## src/rtl/wwd_pkg.sv

```systemverilog
// Shared constants and types for the windowed watchdog.
// Assumes byte offsets on a 4-bit address and 32-bit data words.
package wwd_pkg;
    localparam int ADDR_W = 4;
    localparam int DATA_W = 32;

    localparam logic [ADDR_W-1:0] OFS_CTRL = 4'h0;
    localparam logic [ADDR_W-1:0] OFS_CFG  = 4'h4;
    localparam logic [ADDR_W-1:0] OFS_STAT = 4'h8;

    typedef enum logic [1:0] {
        SEL_NONE,
        SEL_CTRL,
        SEL_CFG,
        SEL_STAT
    } reg_sel_e;
endpackage

```

## src/rtl/wwd_prescaler.sv

```systemverilog
// Two-stage tick generator: a fixed divide-by-FIX_DIV stage followed by
// a divide-by-2^tb stage. Emits a one-cycle tick at the end of each period.
// Assumes tb is held steady between restarts; a restart zeroes both stages.
module wwd_prescaler #(
    parameter int FIX_DIV = 4096,
    parameter int TB_W    = 2
) (
    input  logic            clk,
    input  logic            rst_n,
    input  logic            restart,
    input  logic [TB_W-1:0] tb,
    output logic            tick
);
    localparam int SUB_W = (1 << TB_W) - 1;

    logic             fix_end;
    logic [SUB_W-1:0] sub_q;
    logic [SUB_W-1:0] sub_lim;

    assign sub_lim = SUB_W'((1 << tb) - 1);
    assign tick    = fix_end && (sub_q >= sub_lim);

    generate
        if (FIX_DIV > 1) begin : g_div
            localparam int FW = $clog2(FIX_DIV);
            logic [FW-1:0] fix_q;

            assign fix_end = (fix_q == FW'(FIX_DIV - 1));

            // Fixed divider: counts edges within one base period.
            always_ff @(posedge clk) begin
                if (!rst_n || restart) begin
                    fix_q <= '0;
                end else if (fix_end) begin
                    fix_q <= '0;
                end else begin
                    fix_q <= fix_q + 1'b1;
                end
            end

            AST_TICK_GAP: assert property (@(posedge clk) disable iff (!rst_n)
                tick |=> !tick);
            AST_RESTART_QUIET: assert property (@(posedge clk) disable iff (!rst_n)
                restart |=> !tick);
        end else begin : g_nodiv
            assign fix_end = 1'b1;
        end
    endgenerate

    // Power-of-two stage: counts base periods up to the selected limit.
    always_ff @(posedge clk) begin
        if (!rst_n || restart) begin
            sub_q <= '0;
        end else if (fix_end) begin
            if (sub_q >= sub_lim) begin
                sub_q <= '0;
            end else begin
                sub_q <= sub_q + 1'b1;
            end
        end
    end
endmodule

```

## src/rtl/wwd_downcount.sv

```systemverilog
// Downcounter with arm bit and fault detection. A load takes priority over
// a tick. Raises a registered one-cycle reset request on an early refresh
// or when the armed count drops below half scale.
// Assumes load is a single-cycle strobe.
module wwd_downcount #(
    parameter int CNT_W = 7
) (
    input  logic             clk,
    input  logic             rst_n,
    input  logic             tick,
    input  logic             load,
    input  logic [CNT_W-1:0] load_val,
    input  logic             arm_set,
    input  logic [CNT_W-1:0] win,
    output logic [CNT_W-1:0] cnt,
    output logic             armed,
    output logic             rst_req,
    output logic             early_hit
);
    localparam logic [CNT_W-1:0] THR  = CNT_W'(1 << (CNT_W - 1));
    localparam logic [CNT_W-1:0] PREW = CNT_W'((1 << (CNT_W - 1)) + 1);

    logic [CNT_W-1:0] cnt_q;
    logic             arm_q;
    logic             req_q;
    logic             step;
    logic             early_fault;
    logic             fall_fault;

    assign step        = tick && !load;
    assign early_fault = load && arm_q && (cnt_q > win);
    assign fall_fault  = step && arm_q && (cnt_q == THR);
    assign early_hit   = step && (cnt_q == PREW);

    // Counter: load wins, otherwise step down on a tick.
    always_ff @(posedge clk) begin
        if (!rst_n) begin
            cnt_q <= '1;
        end else if (load) begin
            cnt_q <= load_val;
        end else if (tick) begin
            cnt_q <= cnt_q - 1'b1;
        end
    end

    // Arm bit: set by software, cleared only by reset.
    always_ff @(posedge clk) begin
        if (!rst_n) begin
            arm_q <= 1'b0;
        end else if (load && arm_set) begin
            arm_q <= 1'b1;
        end
    end

    // Reset request: one cycle after either fault.
    always_ff @(posedge clk) begin
        if (!rst_n) begin
            req_q <= 1'b0;
        end else begin
            req_q <= early_fault || fall_fault;
        end
    end

    assign cnt     = cnt_q;
    assign armed   = arm_q;
    assign rst_req = req_q;

    AST_LOAD_WINS: assert property (@(posedge clk) disable iff (!rst_n)
        load |=> cnt_q == $past(load_val));
    AST_DEC_ONE: assert property (@(posedge clk) disable iff (!rst_n)
        (tick && !load) |=> cnt_q == CNT_W'($past(cnt_q) - 1'b1));
    AST_HOLD_IDLE: assert property (@(posedge clk) disable iff (!rst_n)
        (!tick && !load) |=> $stable(cnt_q));
    AST_ARM_STICKY: assert property (@(posedge clk) disable iff (!rst_n)
        arm_q |=> arm_q);
    AST_FALL_REQ: assert property (@(posedge clk) disable iff (!rst_n)
        (arm_q && tick && !load && cnt_q == THR) |=> rst_req);
    AST_EARLY_REQ: assert property (@(posedge clk) disable iff (!rst_n)
        (load && arm_q && cnt_q > win) |=> rst_req);
    AST_NO_REQ_UNARMED: assert property (@(posedge clk) disable iff (!rst_n)
        !arm_q |=> !rst_req);
endmodule

```

## src/rtl/window_watchdog.sv

```systemverilog
// Windowed watchdog top: register decode, configuration, early-warning
// flag and read mux around the prescaler and the downcounter.
// Assumes single-cycle write strobes and byte offsets on bus_addr.
module window_watchdog
    import wwd_pkg::*;
#(
    parameter int FIX_DIV = 4096,
    parameter int CNT_W   = 7,
    parameter int TB_W    = 2
) (
    input  logic              clk,
    input  logic              rst_n,
    input  logic              bus_wr,
    input  logic [ADDR_W-1:0] bus_addr,
    input  logic [DATA_W-1:0] bus_wdata,
    output logic [DATA_W-1:0] bus_rdata,
    output logic              wdog_rst_req,
    output logic              early_irq
);
    localparam int ARM_BIT = CNT_W;
    localparam int TB_LO   = CNT_W;
    localparam int EN_BIT  = CNT_W + TB_W;

    reg_sel_e         sel;
    logic             wr_ctrl;
    logic             wr_cfg;
    logic             wr_stat;
    logic [CNT_W-1:0] win_q;
    logic [TB_W-1:0]  tb_q;
    logic             en_q;
    logic             flag_q;
    logic             tick;
    logic [CNT_W-1:0] cnt;
    logic             armed;
    logic             early_hit;
    logic             unused_wdata;

    assign unused_wdata = ^bus_wdata[DATA_W-1:EN_BIT+1];

    // Address decode to a register select.
    always_comb begin
        unique case (bus_addr)
            OFS_CTRL: sel = SEL_CTRL;
            OFS_CFG:  sel = SEL_CFG;
            OFS_STAT: sel = SEL_STAT;
            default:  sel = SEL_NONE;
        endcase
    end

    assign wr_ctrl = bus_wr && (sel == SEL_CTRL);
    assign wr_cfg  = bus_wr && (sel == SEL_CFG);
    assign wr_stat = bus_wr && (sel == SEL_STAT);

    // Configuration: window and time base, set-only interrupt enable.
    always_ff @(posedge clk) begin
        if (!rst_n) begin
            win_q <= '1;
            tb_q  <= '0;
            en_q  <= 1'b0;
        end else if (wr_cfg) begin
            win_q <= bus_wdata[CNT_W-1:0];
            tb_q  <= bus_wdata[TB_LO +: TB_W];
            if (bus_wdata[EN_BIT]) begin
                en_q <= 1'b1;
            end
        end
    end

    // Early-warning flag: hardware set wins over a software clear.
    always_ff @(posedge clk) begin
        if (!rst_n) begin
            flag_q <= 1'b0;
        end else if (early_hit) begin
            flag_q <= 1'b1;
        end else if (wr_stat && !bus_wdata[0]) begin
            flag_q <= 1'b0;
        end
    end

    wwd_prescaler #(
        .FIX_DIV (FIX_DIV),
        .TB_W    (TB_W)
    ) i_prescaler (
        .clk     (clk),
        .rst_n   (rst_n),
        .restart (wr_ctrl),
        .tb      (tb_q),
        .tick    (tick)
    );

    wwd_downcount #(
        .CNT_W     (CNT_W)
    ) i_downcount (
        .clk       (clk),
        .rst_n     (rst_n),
        .tick      (tick),
        .load      (wr_ctrl),
        .load_val  (bus_wdata[CNT_W-1:0]),
        .arm_set   (bus_wdata[ARM_BIT]),
        .win       (win_q),
        .cnt       (cnt),
        .armed     (armed),
        .rst_req   (wdog_rst_req),
        .early_hit (early_hit)
    );

    // Read mux: selected register, zero-extended.
    always_comb begin
        bus_rdata = '0;
        unique case (sel)
            SEL_CTRL: begin
                bus_rdata[CNT_W-1:0] = cnt;
                bus_rdata[ARM_BIT]   = armed;
            end
            SEL_CFG: begin
                bus_rdata[CNT_W-1:0]     = win_q;
                bus_rdata[TB_LO +: TB_W] = tb_q;
                bus_rdata[EN_BIT]        = en_q;
            end
            SEL_STAT: bus_rdata[0] = flag_q;
            default:  bus_rdata = '0;
        endcase
    end

    assign early_irq = flag_q && en_q;

    AST_EN_STICKY: assert property (@(posedge clk) disable iff (!rst_n)
        en_q |=> en_q);
    AST_FLAG_CLEAR_SRC: assert property (@(posedge clk) disable iff (!rst_n)
        $fell(flag_q) |-> $past(wr_stat && !bus_wdata[0]));
    AST_FLAG_RISE_SRC: assert property (@(posedge clk) disable iff (!rst_n)
        $rose(flag_q) |-> $past(tick) && cnt == CNT_W'(1 << (CNT_W - 1)));
    AST_UNMAPPED_ZERO: assert property (@(posedge clk) disable iff (!rst_n)
        (sel == SEL_NONE) |-> bus_rdata == '0);
endmodule

```

## config.mk

```make
export PLATFORM = sky130hd
export DESIGN_NAME = window_watchdog
export DESIGN_NICKNAME = d
export VERILOG_FILES = /design/src/rtl/wwd_pkg.sv /design/src/rtl/wwd_prescaler.sv /design/src/rtl/wwd_downcount.sv /design/src/rtl/window_watchdog.sv
export SDC_FILE = /design/constraint.sdc
export NUM_CORES = 1
export LEC_CHECK = 0
export ABC_AREA = 1
export CAP_MARGIN = 20
export CORE_UTILIZATION = 48
export CTS_BUF_LIST = sky130_fd_sc_hd__clkbuf_16
export CTS_CLUSTER_SIZE = 12
export DETAILED_ROUTE_END_ITERATION = 16
export GPL_ROUTABILITY_DRIVEN = 1
export PLACE_DENSITY = 0.79
export SETUP_SLACK_MARGIN = 0.15
export SLEW_MARGIN = 10
export SYNTH_ARGS = -nofsm -noshare
export SYNTH_HDL_FRONTEND = slang
export SYNTH_HIERARCHICAL = 1
export SYNTH_SLANG_ARGS = --single-unit
```

## constraint.sdc

```tcl
create_clock -name clk -period 3.3 [get_ports clk]
set_clock_uncertainty 0.2 [all_clocks]
set_input_delay 0.99 -clock clk [delete_from_list [all_inputs] [get_ports clk]]
set_output_delay 0.99 -clock clk [all_outputs]
set_load 0.03 [all_outputs]
```

==> results of run 1 <==
## layer usage
| layer | vias to the layer above | track usage [%] | routed length [um] |
|---|---|---|---|
| li1 | 1128 | - | - |
| met1 | 1007 | 27.0 | 2360 |
| met2 | 61 | 39.4 | 2880 |
| met3 | 8 | 3.84 | 257 |
| met4 | 0 | 8.76 | 122 |
| met5 | - | 0 | 0 |
## kinds of logic (layout without fill, tap and decap cells)
group	after synthesis	in the layout	synth area share [%]
and+or+nand+nor	162	162	30.4
DFF	35	35	28.4
adders and majority gates	19	19	9.64
buffers and inverters	88	106	18.4
xor gates and xnor gates	6	6	2.13
other	1	22	0.152
AOI/OAI and AO/OA	41	41	10.8
## cells in the mapped netlist, drive strengths merged (3+ instances only)
| cell type | n | area, um^2 |
|---|---|---|
| a21oi | 25 | 140 |
| buf | 28 | 228 |
| dfxtp | 35 | 701 |
| ha | 19 | 238 |
| inv | 59 | 221 |
| nand2 | 94 | 378 |
| nand3 | 20 | 113 |
| nand4 | 4 | 25.0 |
| nor2 | 41 | 219 |
| o211ai | 3 | 27.5 |
| o21ai | 6 | 37.5 |
| xor2 | 4 | 35.0 |
## cell usage in the layout, fill, tap and decap left out
cell             Yosys  layout
a21oi_1             21      13
a21oi_2              4       4
a21oi_4              0       8
a221oi_1             2       2
a22oi_1              2       2
buf_12               1       1
buf_4               24       6
buf_6                2      16
buf_8                0       1
clkbuf_16            0       5
clkdlybuf4s50_1      0      14
clkinv_1             0       2
clkinv_2             1       1
conb_1               1      22
dfxtp_1             35      35
ha_1                19      16
ha_4                 0       3
inv_1               55      50
inv_2                4       8
inv_4                0       2
nand2_1             86      67
nand2_2              7      15
nand2_4              1      12
nand3_1             19      18
nand3_4              1       2
nand4_1              4       4
nor2_1              25      24
nor2_2              11      11
nor2_4               5       6
nor3_1               2       2
o211ai_1             2       2
o211ai_2             1       1
o21ai_1              2       2
o21ai_2              2       2
o21ai_4              0       2
o21bai_2             1       1
o221ai_1             2       2
or2_2                1       1
xnor2_1              2       2
xor2_1               4       4
## worst max-delay path by stage
stage                      from           end  slack [ns]  depth (start not counted)
finish              bus_addr[0]  bus_rdata[7]       -0.04                          9
global route        bus_addr[0]  bus_rdata[6]       -0.09                          9
CTS                 bus_addr[0]  bus_rdata[7]       -0.02                          9
detailed placement  bus_addr[1]  bus_rdata[7]       -0.47                          9
global placement    bus_addr[1]  bus_rdata[7]       -0.43                          9
floorplan           bus_addr[2]  bus_rdata[7]        0.16                          7
## flip-flops by register name, summed over array words and instances (netlist names)
register	count
tb_q	2
i_prescaler/g_div.fix_q	12
en_q	1
i_downcount/rst_req	1
i_downcount/armed	1
win_q	7
flag_q	1
i_downcount/cnt	7
i_prescaler/sub_q	3
## report_power, final
group	internal [uW]	switching, uW	total [uW]
registers	434	14.6	449
logic	75.0	128	203
clock network	271	172	444
total	780	315	1100
## layout make-up
cell class	count	area [um^2]	share of cell area, %
clock buffer	5	125	3.89
sequential	35	701	21.8
inverter	60	231	7.20
tap	67	83.8	2.61
clock inverter	3	11.3	0.350
timing repair buffer	38	400	12.5
multi-input combinational	250	1660	51.7
## through the flow
stage | hold WS (ns) | instance area (um^2) | total power (uW) | worst slack [ns] | TNS (ns)
floorplan | 0.239 | 2730 | 610 | 0.161 | 0
global placement | 0.254 | 2890 | 635 | -0.427 | -3.94
detailed placement | 0.265 | 2890 | 640 | -0.470 | -4.27
CTS | 0.281 | 3160 | 1090 | -0.0249 | -0.0348
global route | 0.306 | 3220 | 1140 | -0.0923 | -0.563
finish | 0.286 | 3220 | 1100 | -0.0406 | -0.136
## critical path: cells and delay by family
family / cells / cell delay, ns
buffers and inverters: 3 / 0.40
AOI/OAI and AO/OA: 3 / 0.39
adders and majority gates: 1 / 0.20
and+or+nand+nor: 2 / 0.19
## timing repair
| item | 4_1_cts | 5_1_grt |
|---|---|---|
| setup endpoints to repair | 10 | 10 |
| pin swaps | 12 | 4 |
| gates cloned | 0 | 0 |
| gates resized for setup | 56 | 12 |
| setup buffers | 3 | 0 |
==> results.toml, run 1 <==
[critical_path]
reg2reg_to = "i_downcount/rst_req"
critical_path_arrival_ns = 2.15
rr_worst_depth = 10
ff2ff_setup_slack_ns = 1.07
worstSetupPathType = "in2out"
endpoint_kind = "output pin"
r2r_start = "tb_q[1]"
crit_required_ns = 2.11
crit_path_top_delay_cell = "ha_4"
critical_path.max_fanout = 6
start_kind = "input port"
worstPathCellList = "buf_6, nor2_4, o21ai_4, a21oi_4, ha_4, buf_12, nand2_4, a21oi_4, buf_6"
max_stage_delay_ns = 0.20

[routing]
ant_nets = 0
first_pass_iters = 4
post_drt_wl_per_cell_um = 12.3
drc_errors = 0
drt-total-wl_mm = 5.61
vias = 2204
routed_via_density = 4.81
drt_iter0_drc = 150

[synthesis]
syn_area_per_cell_um2 = 7.01
ys_seq_area_share_pct = 28.4
ys_ff_latch = 35
synthArstFlopShare_pct = 0
synth_edf_count = 0
synth_cell_types = 34
ys_warn_count = 6
ys.flop_type = "dfxtp_1"
synthCells = 352
syn_area_um2 = 2470

[worst_hold_path]
hold_path.startpoint = "i_prescaler/g_div.fix_q[0]"
worstHoldEndpoint = "i_prescaler/g_div.fix_q[0]"
hold_path_depth = 1
min_path_type = "reg2reg"

[finish]
num-fill-cells = 382
finalNonFillerCells = 458
drive_above_1_share_pct = 27.6
n_antenna_cell = 0
nNetsFinal = 448
area_growth_pct = 30.4
finish.utilization_pct = 66.3

[floorplanning]
ioPinCount = 73
dieWidth_um = 73.7
dieHeight_um = 73.7
die_area_um2 = 5430
fp-row-count = 25
start_util_pct = 50.9
core_um2 = 4850

[global_route]
globalRouteOverflowTotal = 0
grtUsageTotal_pct = 22.4
grt_max_degree = 12
grt_pass1_vias = 2051
antenna_found_initial = 0
grt_pass1_wl_mm = 9.24

[clock_tree]
clockBufferDepth = 2
htree_levels = 2
clk_pin_slew_ns = 0.05
cts_buffers = 5
cts_tree = "built"
hold_buffers = 0
clockRootBuffer = "clkbuf_16"
clock_latency_ns = 0.28
cts.sinks = 35

[place]
dpl.hpwl_mm = 4.02
dp.cells = 447
place_congestion = 0.929
io_buffers = 28

[sta]
clock.fmax_ghz = 0.299
hold_violations = 0
setup_viol_count_final = 8
min_period_over_period_pct = 101
min_period_ns = 3.34
layout_setup_ws_ns = -0.0406
rsz0062_at_grt = "yes"
drv_slew = 0

[power_and_ir_drop]
power_density_nw_per_um2 = 341
ir_worst_vdd_mv = 0.216
p_leak_uw = 0.00152

[outcome]
outcome = "complete, but fails checks"
violations = "negative setup slack"

[run]
cap_violations = 0
No activity file was read; power rests on OpenSTA's default activity.
==> run 2, diff against run 1 <==
--- a/config.mk
+++ b/config.mk
@@ -14,6 +14,7 @@
 export GPL_ROUTABILITY_DRIVEN = 1
 export PLACE_DENSITY = 0.79
 export SETUP_SLACK_MARGIN = 0.15
+export SKIP_LAST_GASP = 1
 export SLEW_MARGIN = 10
 export SYNTH_ARGS = -nofsm -noshare
 export SYNTH_HDL_FRONTEND = slang
==> results of run 2 <==
No change in the layout: final DEF, timing and power equal those of run 1.
==> run 3, diff against run 2 <==
--- a/config.mk
+++ b/config.mk
@@ -12,6 +12,7 @@
 export CTS_CLUSTER_SIZE = 12
 export DETAILED_ROUTE_END_ITERATION = 16
 export GPL_ROUTABILITY_DRIVEN = 1
+export GPL_TIMING_DRIVEN = 0
 export PLACE_DENSITY = 0.79
 export SETUP_SLACK_MARGIN = 0.15
 export SKIP_LAST_GASP = 1
==> run 3 against run 2 <==
Effect of this change: register-to-register slack got worse by 0.08 ns; first-iteration DRC count increased by 31%; power increased by 9.7%; sequential cell count unchanged; sequential share of layout area decreased by 1.3 points; sequential power about the same; largest cell class unchanged; worst hold slack got worse by 0.018 ns; the run still ends with negative setup slack left; clock-buffer cell count unchanged; core utilization increased by 4.2 points.
==> results.toml, run 3 (same netlist as run 1, synthesis figures left out) <==
[finish]
final_common_cell = "nand2_1"
drive_above_1_share_pct = 31.3
num-fill-cells = 394
n_antenna_cell = 0
finish.utilization_pct = 70.6
top_register = "i_prescaler/g_div.fix_q"
nNetsFinal = 472
area_growth_pct = 38.7
largest_register_ffs = 12
final_cell_area_um2 = 3420
final_cell_mix = "nand2_1, inv_1, dfxtp_1, buf_4, nor2_1"

[sta]
drv_slew = 0
hold_violations = 0
min_period_over_period_pct = 101
setup_viol_count_final = 7
layout_setup_ws_ns = -0.0252
fin_tns_setup_ns = -0.0919
rsz0062_at_grt = "yes"
whs_ns = 0.268
min_period_ns = 3.33
clock.fmax_ghz = 0.301

[run]
cap_violations = 0

[routing]
post_drt_wl_per_cell_um = 12.1
first_pass_iters = 4
drc_errors = 0
vias = 2303
routed_via_density = 4.78
drt_iter0_drc = 196
drt-total-wl_mm = 5.82
ant_nets = 0

[critical_path]
crit_required_ns = 2.11
critical_path_arrival_ns = 2.14
endpoint_kind = "output pin"
start_kind = "input port"
worstSetupPathType = "in2out"
critical_path.max_fanout = 5

[power_and_ir_drop]
sw_frac_of_total_pct = 26.5
power_frac_comb_pct = 19.1
internal-power_uw = 883
p_leak_uw = 0.00168
p_clk_share_pct = 43.6
seqPwrFrac_pct = 37.3
switching_power_uw = 319
power_density_nw_per_um2 = 351
ir_worst_vdd_mv = 0.344

[global_route]
globalRouteOverflowTotal = 0
grt_max_degree = 12
grtUsageTotal_pct = 23.4
grt_pass1_wl_mm = 9.58
antenna_found_initial = 0
grt_pass1_vias = 2134

[floorplanning]
dieWidth_um = 73.7
core_um2 = 4850
fp-row-count = 25
ioPinCount = 73
dieHeight_um = 73.7
die_area_um2 = 5430
start_util_pct = 50.9

[outcome]
violations = "negative setup slack"
outcome = "complete, but fails checks"

[place]
placedInstanceArea_um2 = 3090
dpl.hpwl_mm = 4.02
pre_cts_slack_ns = -1.04
place_congestion = 0.946
io_buffers = 28

[clock_tree]
clock_latency_ns = 0.27
clockRootBuffer = "clkbuf_16"
cts_buffers = 5
htree_levels = 2
cts_tree = "built"
cts.sinks = 35
clockBufferDepth = 2
clk_pin_slew_ns = 0.06

[worst_hold_path]
min_path_type = "reg2reg"
## run 3: through the flow
step	power [uW]	instances
after floorplan	610	373
after global placement	659	468
after detailed placement	662	468
after CTS	1200	482
after global routing	1250	482
final	1200	482
## run 3: final timing paths
kind | from | end | slack (ns) | cells after the start
setup / recovery | bus_addr[0] | bus_rdata[5] | -0.03 | 9
setup reg to reg | tb_q[1] | i_downcount/rst_req | 0.99 | 10
hold reg to reg | i_prescaler/g_div.fix_q[0] | i_prescaler/g_div.fix_q[0] | 0.27 | 1
hold / removal | i_prescaler/g_div.fix_q[0] | i_prescaler/g_div.fix_q[0] | 0.27 | 1
## run 3: power groups by stage
| stage | registers [uW] | clock network [uW] | logic [uW] |
|---|---|---|---|
| 6_report | 449 | 524 | 229 |
| 5_1_grt | 451 | 555 | 250 |
| 4_1_cts | 448 | 532 | 225 |
| 3_5_place_dp | 456 | 0 | 206 |
| 3_3_place_gp | 456 | 0 | 203 |
| 2_1_floorplan | 453 | 0 | 156 |
## run 3: layout make-up
class	count	area, um^2	area share [%]
plain buffers	28	250	7.32
clock buffers	5	125	3.66
clock inverters	3	38.8	1.13
inverters	60	226	6.62
multi-input cells	250	1610	47.1
flip-flops and latches	35	701	20.5
well taps	67	83.8	2.45
repair buffers	34	383	11.2
## run 3: critical path, stage by stage
cell and delay, ns:
buf_6 0.09, nor2_4 0.10, o21ai_2 0.07, a21oi_2 0.17, ha_4 0.22, buf_12 0.15
nand2_4 0.05, a21oi_4 0.14, buf_6 0.14
## run 3: routing by layer
metal  wire length [um]  vias to the layer above  GRT usage, %
met5                  0                        -             0
met4                117                        0          8.97
met3                389                       10          5.90
met2               2870                       75          39.4
met1               2450                     1037          28.5
li1                   -                     1181             -
## run 3: timing repair
action | CTS | global route
pin swaps | 13 | 5
buffers inserted | 4 | 0
setup endpoints to repair | 10 | 10
gates resized for setup | 107 | 7
hold buffers | 0 | 0
gates cloned | 2 | 0
